**config.mk**
```make
export PLATFORM = sky130hd
export DESIGN_NAME = lgr_top
export DESIGN_NICKNAME = d
export VERILOG_FILES = /design/src/rtl/lgr_pkg.sv /design/src/rtl/lgr_rst_sync.sv /design/src/rtl/lgr_cfg_regs.sv /design/src/rtl/lgr_group_ctl.sv /design/src/rtl/lgr_lane_path.sv /design/src/rtl/lgr_top.sv
export SDC_FILE = /design/constraint.sdc
export NUM_CORES = 1
export LEC_CHECK = 0
export BUFFER_PORTS_ARGS = -buffer_cell sky130_fd_sc_hd__buf_2
export CORE_AREA = 2 2 291 293
export DETAILED_ROUTE_END_ITERATION = 6
export DIE_AREA = 0 0 293 295
export GPL_TIMING_DRIVEN = 0
export PLACE_DENSITY = 0.3
export SLEW_MARGIN = 10
export SYNTH_ARGS = -nofsm -noshare
export SYNTH_HDL_FRONTEND = slang
export SYNTH_SLANG_ARGS = --single-unit
```
**constraint.sdc**
```tcl
create_clock -name clk -period 2.2 [get_ports clk]
set_input_delay 0.44 -clock clk [delete_from_list [all_inputs] [get_ports clk]]
set_output_delay 0.44 -clock clk [all_outputs]
set_load 0.005 [all_outputs]
```
**src/rtl/lgr_pkg.sv**
```systemverilog
package lgr_pkg;

  // Control word field positions (shared by transmit and receive words)
  localparam int RATE_MSB   = 6;
  localparam int RATE_LSB   = 5;
  localparam int MUXF_MSB   = 4;
  localparam int MUXF_LSB   = 3;
  localparam int FMT_BIT    = 2;
  localparam int CLKDRV_BIT = 7;
  localparam int LOOP_BIT   = 8;
  localparam int CELL_BIT   = 10;

  // Decoded transmit-side settings of one link
  typedef struct packed {
    logic fast;
    logic loop;
    logic clk_drv;
  } tx_lane_t;

  // Decoded receive-side settings of one link
  typedef struct packed {
    logic fast;
    logic loop;
  } rx_lane_t;

endpackage

```
**src/rtl/lgr_rst_sync.sv**
```systemverilog
module lgr_rst_sync (
  input  logic clk,
  input  logic rst_n,
  output logic rst_sync_n
);

  logic [1:0] stage_q;
  logic [1:0] stage_d;

  always_comb begin
    stage_d = {stage_q[0], 1'b1};
  end

  always_ff @(posedge clk or negedge rst_n) begin
    if (!rst_n) begin
      stage_q <= 2'b00;
    end else begin
      stage_q <= stage_d;
    end
  end

  assign rst_sync_n = stage_q[1];

endmodule

```
**src/rtl/lgr_cfg_regs.sv**
```systemverilog
module lgr_cfg_regs
  import lgr_pkg::*;
#(
  parameter int NUM_LINKS = 16,
  parameter int CW_W      = 16
) (
  input  logic                      clk,
  input  logic                      rst_n,
  input  logic [NUM_LINKS*CW_W-1:0] tx_ctrl,
  input  logic [NUM_LINKS*CW_W-1:0] rx_ctrl,
  output tx_lane_t [NUM_LINKS-1:0]  tx_cfg,
  output rx_lane_t [NUM_LINKS-1:0]  rx_cfg
);

  localparam int TXL_W = $bits(tx_lane_t);
  localparam int RXL_W = $bits(rx_lane_t);

  tx_lane_t [NUM_LINKS-1:0] tx_cfg_d, tx_cfg_q;
  rx_lane_t [NUM_LINKS-1:0] rx_cfg_d, rx_cfg_q;
  logic                     cfg_en;

  // Configuration is taken on every edge; the enable is kept explicit.
  assign cfg_en = 1'b1;

  always_comb begin
    for (int i = 0; i < NUM_LINKS; i++) begin
      logic [CW_W-1:0] tw;
      logic [CW_W-1:0] rw;
      logic            t_pat;
      logic            r_pat;
      tw    = tx_ctrl[i*CW_W +: CW_W];
      rw    = rx_ctrl[i*CW_W +: CW_W];
      t_pat = (tw[RATE_MSB:RATE_LSB] == 2'b11) &&
              (tw[MUXF_MSB:MUXF_LSB] == 2'b00) && !tw[FMT_BIT];
      r_pat = (rw[RATE_MSB:RATE_LSB] == 2'b11) &&
              (rw[MUXF_MSB:MUXF_LSB] == 2'b00) && !rw[FMT_BIT];
      tx_cfg_d[i].fast    = t_pat;
      tx_cfg_d[i].loop    = tw[LOOP_BIT];
      tx_cfg_d[i].clk_drv = tw[CLKDRV_BIT];
      rx_cfg_d[i].fast    = r_pat && rw[CELL_BIT];
      rx_cfg_d[i].loop    = rw[LOOP_BIT];
    end
  end

  always_ff @(posedge clk or negedge rst_n) begin
    if (!rst_n) begin
      tx_cfg_q <= '0;
      rx_cfg_q <= '0;
    end else if (cfg_en) begin
      tx_cfg_q <= tx_cfg_d;
      rx_cfg_q <= rx_cfg_d;
    end
  end

  assign tx_cfg = tx_cfg_q;
  assign rx_cfg = rx_cfg_q;

  // The registered loop bits match the words present one edge earlier
  for (genvar i = 0; i < NUM_LINKS; i++) begin : g_chk
    assert_cfg_next_edge_R1: assert property (@(posedge clk) disable iff (!rst_n)
      $past(rst_n) |-> (tx_cfg_q[i].loop == $past(tx_ctrl[i*CW_W+LOOP_BIT])) &&
                       (rx_cfg_q[i].loop == $past(rx_ctrl[i*CW_W+LOOP_BIT])));
  end

  if (TXL_W != 3 || RXL_W != 2) begin : g_bad_type
    initial $error("lane settings types have unexpected width");
  end

endmodule

```
**src/rtl/lgr_group_ctl.sv**
```systemverilog
module lgr_group_ctl
  import lgr_pkg::*;
#(
  parameter int NUM_LINKS  = 16,
  parameter int GROUP_SIZE = 4
) (
  input  tx_lane_t [NUM_LINKS-1:0] tx_cfg,
  input  rx_lane_t [NUM_LINKS-1:0] rx_cfg,
  output logic     [NUM_LINKS-1:0] lane_off
);

  localparam int NUM_GROUPS = NUM_LINKS / GROUP_SIZE;

  for (genvar g = 0; g < NUM_GROUPS; g++) begin : g_grp
    localparam int BASE = g * GROUP_SIZE;
    logic grp_fast;

    // Only the survivor link's words can place a group in high-rate mode
    assign grp_fast = tx_cfg[BASE].fast | rx_cfg[BASE].fast;

    assign lane_off[BASE] = 1'b0;
    for (genvar k = 1; k < GROUP_SIZE; k++) begin : g_mem
      assign lane_off[BASE+k] = grp_fast;
    end
  end

  if (NUM_GROUPS * GROUP_SIZE != NUM_LINKS) begin : g_bad_cfg
    initial $error("NUM_LINKS must be a multiple of GROUP_SIZE");
  end

endmodule

```
**src/rtl/lgr_lane_path.sv**
```systemverilog
module lgr_lane_path
  import lgr_pkg::*;
#(
  parameter int NUM_LINKS = 16
) (
  input  tx_lane_t [NUM_LINKS-1:0] tx_cfg,
  input  rx_lane_t [NUM_LINKS-1:0] rx_cfg,
  input  logic     [NUM_LINKS-1:0] lane_off,
  input  logic     [NUM_LINKS-1:0] pin_rxd,
  input  logic     [NUM_LINKS-1:0] pin_rxclk,
  input  logic     [NUM_LINKS-1:0] pin_rxsync,
  input  logic     [NUM_LINKS-1:0] core_txd,
  input  logic     [NUM_LINKS-1:0] core_txclk,
  input  logic     [NUM_LINKS-1:0] core_txsync,
  output logic     [NUM_LINKS-1:0] pin_txd,
  output logic     [NUM_LINKS-1:0] pin_txclk,
  output logic     [NUM_LINKS-1:0] pin_txsync,
  output logic     [NUM_LINKS-1:0] pin_txd_oe,
  output logic     [NUM_LINKS-1:0] pin_txclk_oe,
  output logic     [NUM_LINKS-1:0] pin_txsync_oe,
  output logic     [NUM_LINKS-1:0] core_rxd,
  output logic     [NUM_LINKS-1:0] core_rxclk,
  output logic     [NUM_LINKS-1:0] core_rxsync
);

  for (genvar i = 0; i < NUM_LINKS; i++) begin : g_lane
    logic live;
    logic rem_lb;
    logic met_lb;
    logic cs_drive;

    always_comb begin
      live     = !lane_off[i];
      rem_lb   = tx_cfg[i].loop;
      met_lb   = rx_cfg[i].loop;
      cs_drive = tx_cfg[i].clk_drv | rem_lb;

      // Pin side: remote loopback reflects the receive pins
      pin_txd[i]    = live & (rem_lb ? pin_rxd[i]    : core_txd[i]);
      pin_txclk[i]  = live & (rem_lb ? pin_rxclk[i]  : core_txclk[i]);
      pin_txsync[i] = live & (rem_lb ? pin_rxsync[i] : core_txsync[i]);

      pin_txd_oe[i]    = live;
      pin_txclk_oe[i]  = live & cs_drive;
      pin_txsync_oe[i] = live & cs_drive;

      // Core side: metallic loopback substitutes the transmit engine output
      core_rxd[i]    = live & (met_lb ? core_txd[i]    : pin_rxd[i]);
      core_rxclk[i]  = live & (met_lb ? core_txclk[i]  : pin_rxclk[i]);
      core_rxsync[i] = live & (met_lb ? core_txsync[i] : pin_rxsync[i]);
    end
  end

endmodule

```
**src/rtl/lgr_top.sv**
```systemverilog
module lgr_top
  import lgr_pkg::*;
#(
  parameter int NUM_LINKS  = 16,
  parameter int GROUP_SIZE = 4,
  parameter int CW_W       = 16
) (
  input  logic                      clk,
  input  logic                      rst_n,
  input  logic [NUM_LINKS*CW_W-1:0] tx_ctrl,
  input  logic [NUM_LINKS*CW_W-1:0] rx_ctrl,
  input  logic [NUM_LINKS-1:0]      pin_rxd,
  input  logic [NUM_LINKS-1:0]      pin_rxclk,
  input  logic [NUM_LINKS-1:0]      pin_rxsync,
  input  logic [NUM_LINKS-1:0]      core_txd,
  input  logic [NUM_LINKS-1:0]      core_txclk,
  input  logic [NUM_LINKS-1:0]      core_txsync,
  output logic [NUM_LINKS-1:0]      pin_txd,
  output logic [NUM_LINKS-1:0]      pin_txclk,
  output logic [NUM_LINKS-1:0]      pin_txsync,
  output logic [NUM_LINKS-1:0]      pin_txd_oe,
  output logic [NUM_LINKS-1:0]      pin_txclk_oe,
  output logic [NUM_LINKS-1:0]      pin_txsync_oe,
  output logic [NUM_LINKS-1:0]      core_rxd,
  output logic [NUM_LINKS-1:0]      core_rxclk,
  output logic [NUM_LINKS-1:0]      core_rxsync
);

  logic                     rst_sync_n;
  tx_lane_t [NUM_LINKS-1:0] tx_cfg;
  rx_lane_t [NUM_LINKS-1:0] rx_cfg;
  logic     [NUM_LINKS-1:0] lane_off;

  lgr_rst_sync u_rst_sync (
    .clk        (clk),
    .rst_n      (rst_n),
    .rst_sync_n (rst_sync_n)
  );

  lgr_cfg_regs #(
    .NUM_LINKS (NUM_LINKS),
    .CW_W      (CW_W)
  ) u_cfg_regs (
    .clk     (clk),
    .rst_n   (rst_sync_n),
    .tx_ctrl (tx_ctrl),
    .rx_ctrl (rx_ctrl),
    .tx_cfg  (tx_cfg),
    .rx_cfg  (rx_cfg)
  );

  lgr_group_ctl #(
    .NUM_LINKS  (NUM_LINKS),
    .GROUP_SIZE (GROUP_SIZE)
  ) u_group_ctl (
    .tx_cfg   (tx_cfg),
    .rx_cfg   (rx_cfg),
    .lane_off (lane_off)
  );

  lgr_lane_path #(
    .NUM_LINKS (NUM_LINKS)
  ) u_lane_path (
    .tx_cfg        (tx_cfg),
    .rx_cfg        (rx_cfg),
    .lane_off      (lane_off),
    .pin_rxd       (pin_rxd),
    .pin_rxclk     (pin_rxclk),
    .pin_rxsync    (pin_rxsync),
    .core_txd      (core_txd),
    .core_txclk    (core_txclk),
    .core_txsync   (core_txsync),
    .pin_txd       (pin_txd),
    .pin_txclk     (pin_txclk),
    .pin_txsync    (pin_txsync),
    .pin_txd_oe    (pin_txd_oe),
    .pin_txclk_oe  (pin_txclk_oe),
    .pin_txsync_oe (pin_txsync_oe),
    .core_rxd      (core_rxd),
    .core_rxclk    (core_rxclk),
    .core_rxsync   (core_rxsync)
  );

  // Group-level checks relating the decoded words to the pin enables
  for (genvar g = 0; g < NUM_LINKS / GROUP_SIZE; g++) begin : g_grp_chk
    localparam int BASE = g * GROUP_SIZE;

    assert_survivor_live_R2: assert property (@(posedge clk) disable iff (!rst_sync_n)
      pin_txd_oe[BASE]);

    for (genvar k = 1; k < GROUP_SIZE; k++) begin : g_mem_chk
      assert_member_quiet_R5: assert property (@(posedge clk) disable iff (!rst_sync_n)
        (tx_cfg[BASE].fast || rx_cfg[BASE].fast) |->
          !pin_txd_oe[BASE+k] && !pin_txclk_oe[BASE+k] && !pin_txsync_oe[BASE+k] &&
          !core_rxd[BASE+k] && !pin_txd[BASE+k]);
    end
  end

  // Per-link loopback checks on the port values
  for (genvar i = 0; i < NUM_LINKS; i++) begin : g_lane_chk
    assert_remote_reflect_R7: assert property (@(posedge clk) disable iff (!rst_sync_n)
      (tx_cfg[i].loop && !lane_off[i]) |->
        (pin_txd[i] == pin_rxd[i]) && (pin_txsync[i] == pin_rxsync[i]) && pin_txclk_oe[i]);

    assert_metallic_feed_R8: assert property (@(posedge clk) disable iff (!rst_sync_n)
      (rx_cfg[i].loop && !lane_off[i]) |->
        (core_rxd[i] == core_txd[i]) && (core_rxsync[i] == core_txsync[i]));

    assert_direct_path_R10: assert property (@(posedge clk) disable iff (!rst_sync_n)
      (!tx_cfg[i].loop && !rx_cfg[i].loop && !lane_off[i]) |->
        (pin_txd[i] == core_txd[i]) && (core_rxd[i] == pin_rxd[i]) && pin_txd_oe[i]);
  end

endmodule

```
==> run_results.csv, run 1 <==
group,metric,value,unit
run_status,outcome,"completed",
cts,root_buffer,"clkbuf_16",
cts,clkSinkCount,58,
cells_and_area,seq_area,1460,µm²
routing,firstDrtPassIters,4,
pwr,p_leak,3.11,nW
floorplan,start_util,4.05,%
synthesis,synthArstFlopShare,100,%
synthesis,synth_ff_type,"dfrtp_1",
global_route,grt_max_degree,33,
min_path,hold_start,"tx_ctrl[72]",
flow_run,drv_cap,0,
routing,vias,3629,
global_route,grt_pass1_vias,3701,
cells_and_area,nets,1279,
synthesis,ys_seq_area_share,43.1,%
setup_path,start_kind,"flip-flop",
floorplan,dieWidth,293,µm
synthesis,synth_most_common_cell,"nor2_1",
timing,fin_skew,11.3,ps
synthesis,yosysTopAreaCell,"dfrtp_1",
floorplan,die_y,295,µm
floorplan,fp-row-count,106,
cells_and_area,area_growth,98.3,%
setup_path,crit_start,"u_cfg_regs.rx_cfg[17]",
setup_path,crit_chain,"or2_4 -> buf_6 -> nor2_1 -> buf_4 -> buf_2",
cells_and_area,multi_input_area,1550,µm²
routing,initialDrtViolationCount,89,
global_route,antenna_found_initial,5,
global_route,grt_pass1_wl,23600,µm
global_route,grt_usage,4.01,%
cells_and_area,fin_area,6670,µm²
floorplan,die_area,86400,µm²
setup_path,worst-path-buf-inv,3,
timing,rsz0062_at_grt,"no",
place,post-dp-hpwl,15400,µm
min_path,hold_class,"in2reg",
cells_and_area,utilization,8.03,%
cts,clock_latency,360,ps
setup_path,cp.depth,5,
timing,hold_viol,0,
timing,final_max_slew_viol_count,0,
synthesis,ys_top_cells_by_area,"dfrtp_1, mux2i_1, nor2_1",
timing,setup_viol,0,
place,placed_cells,1737,
timing,min_period_over_period,95.1,%
synthesis,yosys_warnings,0,
cells_and_area,num-fill-cells,9713,
synthesis,netlist.area_leader.share,43.1,%
synthesis,synthCells,323,
synthesis,synth-edff-count,0,
routing,wl_per_cell,10.2,µm
setup_path,crit_fanout,10,
setup_path,cp_slowest_cell,"dfrtp_1",
cts,cts_tree,"yes",
routing,remaining_drc_errors,0,
synthesis,synth_commonest_cells,"nor2_1, mux2i_1, dfrtp_1",
setup_path,critPathKind,"reg2out",
setup_path,crit_required,1760,ps
cts,clk_pin_slew,60,ps
floorplan,coreArea,83200,µm²
routing,postRouteAntennaNets,0,
place,gp_congestion,0.728,
setup_path,critical_path.top_delay_family,"simple AND/OR/NAND/NOR gates",
floorplan,pin_count,754,
timing,finalSetupTns,0,ps
cts,postCtsSetupRepairBufs,0,
pwr,vdd_drop_max,0.293,mV
routing,viasPerCell,2.07,
routing,wl,17800,µm
cells_and_area,instances_no_fill,1752,
cts,htreeDepth,3,
cts,cts_made_buffers,9,
setup_path,critical-path-max-stage-delay,360,ps
place,port-buffer-count,329,
setup_path,worstPathArrival,1650,ps
synthesis,ys_ff_latch,58,
timing,period_needed,2090,ps
setup_path,r2r-start,"u_rst_sync.stage_q[1]",
timing,clock.fmax,0.478,GHz
setup_path,rr_worst_depth,1,
cells_and_area,drive_above_1_share,64.0,%
min_path,holdPathStages,1,
timing,whs,178,ps
synthesis,syn_area,3370,µm²
setup_path,end_kind,"output port",
place,placed_area,6410,µm²
global_route,grt-ovfl-total,0,
cts,cts_buffer_depth,2,
synthesis,syn_avg_cell_area,10.4,µm²
pwr,power_density,488,nW/µm²
synthesis,synth.distinct_cells,17,
## routing by layer
| metal | wire length [µm] | track usage [%] | vias up |
|---|---|---|---|
| met1 | 7340 | 4.50 | 1636 |
| met4 | 263 | 1.43 | 4 |
| met3 | 2040 | 2.28 | 17 |
| met5 | 27 | 0 | - |
| met2 | 8180 | 6.32 | 236 |
| li1 | - | - | 1736 |
## layout make-up
class	instances	area share (%)
inverter	4	0.225
clock buffer	11	3.64
timing repair buffer	331	25.2
multi-input combinational	221	23.3
antenna	2	0.0750
buffer	44	5.40
sequential	58	21.8
clock inverter	1	0.0750
tap	1080	20.2
## layout by cell type, fill, tap and decap left out
master and n:
or2_4 4, nor4b_1 3, nor3_1 1, diode_2 2
buf_4 36, nand4b_1 1, mux2i_1 72, and3_1 3
clkbuf_1 1, dfrtp_1 56, conb_1 5, dlygate4sd3_1 1
dfrtp_2 1, dfrtp_4 1, clkbuf_16 9, nand2_1 4
buf_2 329, or2_2 4, buf_6 8, inv_1 4
clkinv_2 1, nor2_1 86, nor4_1 4, clkbuf_8 1
nor2_2 10, mux2_2 24, buf_16 1
## cell families after synthesis
family,synth area share (%)
buffers and inverters,11.2
flip-flops,43.1
multiplexers,29.4
other,0.111
AND/OR/NAND/NOR,16.2
## path summary, 6_finish.rpt
check | endpoint | slack, ps
max | pin_txsync_oe[10] | 110
min reg2reg | u_cfg_regs.tx_cfg[45] | 280
min in group asynchronous | u_cfg_regs.tx_cfg[45] | 280
min | u_cfg_regs.tx_cfg[13] | 180
max in group asynchronous | u_cfg_regs.tx_cfg[14] | 1310
max reg2reg | u_cfg_regs.tx_cfg[14] | 1310
## what timing repair did
item	in CTS	in global routing
hold buffers	1	0
endpoints found under the hold margin	2	0
endpoints found under the setup margin	0	2
resized for setup	0	1
## power by group
part           switching (mW)  internal (mW)  leakage (nW)
sequential             0.0790           1.12         0.691
combinational           0.300          0.416          2.30
clock                   0.579          0.766         0.123
total                   0.958           2.30          3.11
## registers in the layout, indices dropped and copies added, names as in the netlist
| name | cells |
|---|---|
| u_cfg_regs.tx_cfg | 36 |
| u_rst_sync.stage_q | 2 |
| u_cfg_regs.rx_cfg | 20 |
## metrics by stage
stage	total power [mW]	worst slack, ps
3_3_place_gp	1.95	-1210
4_1_cts	3.43	16.7
3_5_place_dp	1.95	439
2_1_floorplan	1.48	466
5_1_grt	3.51	17.6
6_report	3.26	108
Power figures use the tool's default switching activity.
==> inputs of run 2 (changes only) <==
==> constraint.sdc (replaced) <==
create_clock -name clk -period 2.2 [get_ports clk]
set_input_delay 0.11 -clock clk [delete_from_list [all_inputs] [get_ports clk]]
set_output_delay 0.11 -clock clk [all_outputs]
set_load 0.005 [all_outputs]
==> run 2 against run 1 <==
Net effect: first-iteration DRC count fell by 2.2%; cell count is 3.6% higher; global-route usage rose by 0.069 points; design area is 9.3% higher; register-to-register slack better by 20 ps; highest routed layer unchanged; critical path type unchanged.
==> run_results.csv, run 2 (synthesis results as in run 1) <==
group,metric,value,unit
floorplan,pin_count,754,
cts,htreeDepth,3,
timing,whs,50.5,ps
floorplan,dieWidth,293,µm
timing,rsz0062_at_grt,"no",
timing,fin_skew,11.7,ps
cts,postCtsSetupRepairBufs,0,
setup_path,crit_fanout,10,
pwr,netSwitchingPower,0.980,mW
floorplan,die_area,86400,µm²
place,port-buffer-count,329,
pwr,power_density,459,nW/µm²
timing,setup_viol,0,
global_route,met3_usage,1.92,%
cells_and_area,final_cell_mix,"buf_2, nor2_1, mux2i_1",
cts,cts_buffer_depth,2,
global_route,grt_usage,4.08,%
global_route,use_met1,4.74,%
cells_and_area,drive_above_1_share,58.5,%
run_status,outcome,"completed",
timing,clock.fmax,0.562,GHz
pwr,vdd_drop_max,0.292,mV
global_route,grt_pass1_wl,24400,µm
pwr,p_seq_share,35.7,%
cells_and_area,num-fill-cells,9686,
cells_and_area,fin_area,7300,µm²
pwr,p_leak,3.39,nW
cells_and_area,final_common_cell,"buf_2",
routing,remaining_drc_errors,0,
floorplan,die_y,295,µm
global_route,grt_use_met2,6.55,%
place,placed_area,6410,µm²
flow_run,drv_cap,0,
cells_and_area,area_growth,117,%
place,post-dp-hpwl,15400,µm
setup_path,crit_required,2090,ps
pwr,switching_share,29.3,%
cts,root_buffer,"clkbuf_16",
routing,postRouteAntennaNets,0,
setup_path,worstPathArrival,1670,ps
pwr,comb_power_share,24.1,%
timing,slew_headroom,65.8,%
timing,hold_viol,0,
routing,wl_per_cell,10.0,µm
cts,clock_latency,360,ps
cells_and_area,largest_reg_flops,36,
timing,final_max_slew_viol_count,0,
cells_and_area,nets,1341,
pwr,p_total,3.35,mW
global_route,top_usage_layer,"met2",
setup_path,start_kind,"flip-flop",
routing,initialDrtViolationCount,87,
routing,vias,3862,
cts,clkSinkCount,58,
global_route,grt-ovfl-total,0,
pwr,clockPowerShare,40.2,%
setup_path,critPathKind,"reg2out",
routing,wl,18200,µm
setup_path,end_kind,"output port",
floorplan,start_util,4.05,%
min_path,hold_class,"in2reg",
global_route,antenna_found_initial,6,
cts,cts_tree,"yes",
cts,clk_pin_slew,60,ps
timing,tightest_slew,506,ps
timing,period_needed,1780,ps
global_route,grt_max_degree,33,
floorplan,fp-row-count,106,
cells_and_area,utilization,8.77,%
pwr,p_int,2.36,mW
routing,firstDrtPassIters,4,
timing,min_period_over_period,80.9,%
routing,viasPerCell,2.13,
place,gp_congestion,0.728,
cts,cts_made_buffers,9,
floorplan,coreArea,83200,µm²
global_route,grt_pass1_vias,3995,
## run 2: cell count changes in the layout (fill, tap and decap cells not counted)
cell / previous run / this run
dfrtp_2: 1 / 0
diode_2: 2 / 3
dlygate4sd3_1: 1 / 63
dfrtp_1: 56 / 57
## run 2: layout make-up
| cell class | count | area (µm²) | share of cell area, % |
|---|---|---|---|
| antenna | 3 | 7.51 | 0.103 |
| buffer | 44 | 360 | 4.94 |
| clock buffer | 11 | 243 | 3.33 |
| clock inverter | 1 | 5.00 | 0.0686 |
| inverter | 4 | 15.0 | 0.206 |
| multi-input combinational | 221 | 1550 | 21.3 |
| sequential | 58 | 1460 | 19.9 |
| tap | 1080 | 1350 | 18.5 |
| timing repair buffer | 393 | 2300 | 31.6 |
## run 2: what timing repair did
action                    4_1_cts  5_1_grt
hold buffers                   63        0
resized for setup               0        0
hold endpoints to repair       57        0
## run 2: worst max-delay path, cell delays in order, from the launching register on
cell	delay [ps]
dfrtp_1	490
or2_4	320
buf_6	150
nor2_1	140
buf_4	120
buf_2	90
## run 2: per-stage QoR
| step | setup WS (ps) | cells | setup TNS [ps] |
|---|---|---|---|
| floorplan | 466 | 327 | 0 |
| global placement | -1210 | 1736 | -65840 |
| detailed placement | 769 | 1737 | 0 |
| CTS | 347 | 1812 | 0 |
| global route | 323 | 1813 | 0 |
| finish | 420 | 1815 | 0 |
## run 2: worst paths after layout
kind | cells past startpoint | slack, ps | endpoint | start
max | 5 | 420 | pin_txsync_oe[6] | u_cfg_regs.tx_cfg[14]
min | 2 | 50 | u_cfg_regs.rx_cfg[9] | rx_ctrl[70]
max reg2reg | 1 | 1330 | u_cfg_regs.tx_cfg[9] | u_rst_sync.stage_q[1]
min reg2reg | 0 | 280 | u_cfg_regs.tx_cfg[45] | u_rst_sync.stage_q[1]
max in group asynchronous | 1 | 1330 | u_cfg_regs.tx_cfg[9] | u_rst_sync.stage_q[1]
min in group asynchronous | 2 | 90 | u_rst_sync.stage_q[1] | rst_n
## run 2: power by group through the flow
stage	logic, mW	registers, mW	clock network, mW
6_report	0.805	1.20	1.34
5_1_grt	0.887	1.21	1.51
4_1_cts	0.823	1.20	1.49
3_5_place_dp	0.730	1.22	0
3_3_place_gp	0.712	1.24	0
2_1_floorplan	0.291	1.19	0
## run 2: routing by layer
layer | share of wire [%] | vias to the layer above
met4 | 1.4 | 2
li1 | - | 1865
met2 | 46 | 238
met5 | 0.044 | -
met3 | 9.4 | 16
met1 | 43 | 1741
==> inputs of run 3 (changes only) <==
- ABC_AREA: default -> 1
- CORE_AREA: 2 2 291 293 -> 2 2 296 298
- DIE_AREA: 0 0 293 295 -> 0 0 298 300
- clock period: 2.2 -> 1.8 ns (I/O delays scaled with it)
==> run 3 against run 2 <==
Net effect: the flow now finishes with violations (hold timing); sequential power increased by 20%; power increased by 29%; synthesized area increased by 8.1%; via count increased by 19%; first-iteration DRC count increased by 120%; die area increased by 3.4%; sequential share of layout area decreased by 1.5 points; sequential cell count unchanged; cell count increased by 14%; register-to-register slack got worse by 390 ps; combinational power increased by 38%; design area increased by 7.9%; critical path type is now in2reg; critical endpoint is now u_cfg_regs.rx_cfg[17]; highest routed layer unchanged.
==> run_results.csv, run 3 <==
group,metric,value,unit
routing,postRouteAntennaNets,0,
min_path,hold_class,"in2reg",
timing,hold_viol,1,
cts,root_buffer,"clkbuf_16",
setup_path,r2r-end,"u_cfg_regs.tx_cfg[18]",
pwr,switching_share,31.0,%
setup_path,r2r-start,"u_rst_sync.stage_q[1]",
setup_path,crit_fanout,1,
global_route,grt_max_degree,34,
cts,cts_buffer_depth,2,
global_route,antenna_found_initial,6,
cells_and_area,nets,1511,
setup_path,cp_slowest_cell,"dlygate4sd3_1",
setup_path,cpMostUsedCell,"dlygate4sd3_1",
cells_and_area,area_growth,116,%
synthesis,synth_ff_type,"dfrtp_1",
global_route,grt_usage,4.35,%
flow_run,drv_cap,0,
cts,cts_made_buffers,9,
setup_path,end_kind,"flip-flop",
cells_and_area,drive_above_1_share,53.4,%
timing,whs,-1.01,ps
global_route,use_met1,5.18,%
cells_and_area,num-fill-cells,10188,
pwr,power_density,546,nW/µm²
run_status,outcome,"complete, but fails checks",
synthesis,synth_most_common_cell,"nand2_1",
synthesis,syn_avg_cell_area,7.61,µm²
cts,clock_latency,370,ps
pwr,p_total,4.30,mW
global_route,grt_pass1_wl,27900,µm
timing,min_period_over_period,99.0,%
setup_path,crit_chain,"dlygate4sd3_1 -> buf_2 -> nor2_1 -> dlygate4sd3_1 -> nand2_1 -> dlygate4sd3_1 -> nor2_1",
timing,period_needed,1780,ps
synthesis,netlist.area_leader.share,39.9,%
cells_and_area,fin_area,7870,µm²
cells_and_area,final_cell_mix,"buf_2, nand2_1, dlygate4sd3_1",
synthesis,synth-edff-count,0,
timing,fin_skew,20.2,ps
setup_path,critPathKind,"in2reg",
setup_path,critical-path-max-stage-delay,550,ps
cts,cts_tree,"yes",
cts,htreeDepth,3,
floorplan,fp-row-count,108,
setup_path,crit_required,2090,ps
routing,viasPerCell,2.23,
setup_path,r2r_setup_slack,940,ps
cells_and_area,multi_input_area,1710,µm²
place,placed_area,6780,µm²
timing,setup_viol,0,
cells_and_area,final_common_cell,"buf_2",
global_route,grt-ovfl-total,0,
synthesis,synth_commonest_cells,"nand2_1, a21oi_2, dfrtp_1",
min_path,holdPathStages,4,
place,post-dp-hpwl,16800,µm
floorplan,pin_count,754,
synthesis,synthCells,478,
floorplan,die_y,300,µm
floorplan,dieWidth,298,µm
cells_and_area,seq_area,1460,µm²
global_route,top_usage_layer,"met2",
pwr,p_leak,3.58,nW
synthesis,ys_top_cells_by_area,"dfrtp_1, nand2_1, a21oi_2",
min_path,holdPathEnd,"u_cfg_regs.rx_cfg[9]",
setup_path,rr_worst_depth,1,
floorplan,start_util,4.22,%
routing,remaining_drc_errors,0,
synthesis,yosysTopAreaCell,"dfrtp_1",
synthesis,synth.distinct_cells,15,
timing,final_max_slew_viol_count,0,
synthesis,synthArstFlopShare,100,%
routing,initialDrtViolationCount,188,
routing,vias,4608,
setup_path,start_kind,"primary input",
synthesis,syn_area,3640,µm²
pwr,comb_power_share,25.8,%
pwr,p_seq_share,33.5,%
cells_and_area,largest_reg_flops,36,
routing,wl_per_cell,9.60,µm
setup_path,worstPathArrival,2070,ps
floorplan,coreArea,86200,µm²
place,port-buffer-count,329,
timing,clock.fmax,0.561,GHz
global_route,grt_use_met2,6.98,%
synthesis,yosys_warnings,0,
synthesis,ys_ff_latch,58,
cts,clk_pin_slew,70,ps
pwr,p_int,2.97,mW
pwr,netSwitchingPower,1.33,mW
timing,finalSetupTns,0,ps
pwr,vdd_drop_max,0.352,mV
run_status,violations,"hold timing",
timing,rsz0062_at_grt,"yes",
global_route,grt_pass1_vias,4752,
global_route,met3_usage,1.88,%
routing,wl,19800,µm
place,gp_congestion,0.802,
min_path,hold_start,"rx_ctrl[66]",
cts,clkSinkCount,58,
routing,firstDrtPassIters,4,
pwr,clockPowerShare,40.7,%
synthesis,ys_seq_area_share,39.9,%
floorplan,die_area,89400,µm²
## run 3: cell count changes after synthesis, moves of 4 or more
cell	change
o21ai_0	+12
a21oi_1	+16
mux2i_1	-72
a21oi_2	+68
or2_4	-4
nor2_2	-6
inv_2	+4
nor4_1	-4
nand2_1	+163
inv_1	+39
mux2_2	-24
nor2_1	-36
## run 3: layer usage
metal,vias up,part of all wire [%]
li1,2298,-
met1,2057,42
met2,233,46
met3,18,9.9
met4,2,1.5
met5,-,0.066
## run 3: layout make-up
type | instances | share of cell area, %
repair buffers | 408 | 31.1
plain buffers | 44 | 4.58
clock inverters | 3 | 0.191
clock buffers | 12 | 3.26
diodes | 2 | 0.0636
flip-flops and latches | 58 | 18.5
inverters | 47 | 2.24
well taps | 1155 | 18.4
multi-input cells | 333 | 21.7
## run 3: repair_timing
item                                    4_1_cts  5_1_grt
endpoints found under the hold margin        58        1
pin swaps                                     1        1
setup buffers                                 1        0
endpoints found under the setup margin       17       14
hold buffers                                 77        2
resized for setup                             5        9
## run 3: power by group through the flow
stage               Sequential (mW)  Combinational, mW  Clock (mW)
floorplan                      1.44              0.423           0
global placement               1.49              0.970           0
detailed placement             1.47              0.992           0
CTS                            1.45               1.13        1.94
global route                   1.46               1.23        1.96
finish                         1.44               1.11        1.75
## run 3: worst max-delay path by stage
stage / startpoint / endpoint / cells past startpoint
finish: rx_ctrl[130] / u_cfg_regs.rx_cfg[17] / 7
CTS: u_cfg_regs.tx_cfg[16] / pin_txsync_oe[5] / 4
global route: u_cfg_regs.rx_cfg[25] / pin_txsync_oe[14] / 6
detailed placement: u_cfg_regs.rx_cfg[9] / pin_txsync_oe[7] / 6
floorplan: u_rst_sync.stage_q[1] / u_cfg_regs.rx_cfg[0] / 0
global placement: u_rst_sync.stage_q[1] / u_cfg_regs.tx_cfg[18] / 0
## run 3: worst max-delay path, delay by kind of cell
kind,cells,cell delay [ps]
AND/OR/NAND/NOR,3,230
buffers and inverters,4,1760
## run 3: cell families (layout without fill, tap and decap cells)
| family | count (synthesis) | after routing | synth area share, % |
|---|---|---|---|
| simple gates | 232 | 232 | 25.0 |
| other cells | 1 | 7 | 0.103 |
| buf+inv | 91 | 514 | 14.8 |
| flops | 58 | 58 | 39.9 |
| compound gates | 96 | 96 | 20.2 |
## run 3: through the flow
step / worst slack (ps) / hold slack (ps) / cells / utilization (%)
6_report: 17.3 / -1.01 / 2062 / 9.13
5_1_grt: -32.0 / 12.4 / 2060 / 9.13
4_1_cts: 1.60 / 26.9 / 2060 / 9.10
3_5_place_dp: 289 / -120 / 1967 / 7.86
3_3_place_gp: -1580 / -124 / 1966 / 7.82
2_1_floorplan: 65.7 / -206 / 482 / -
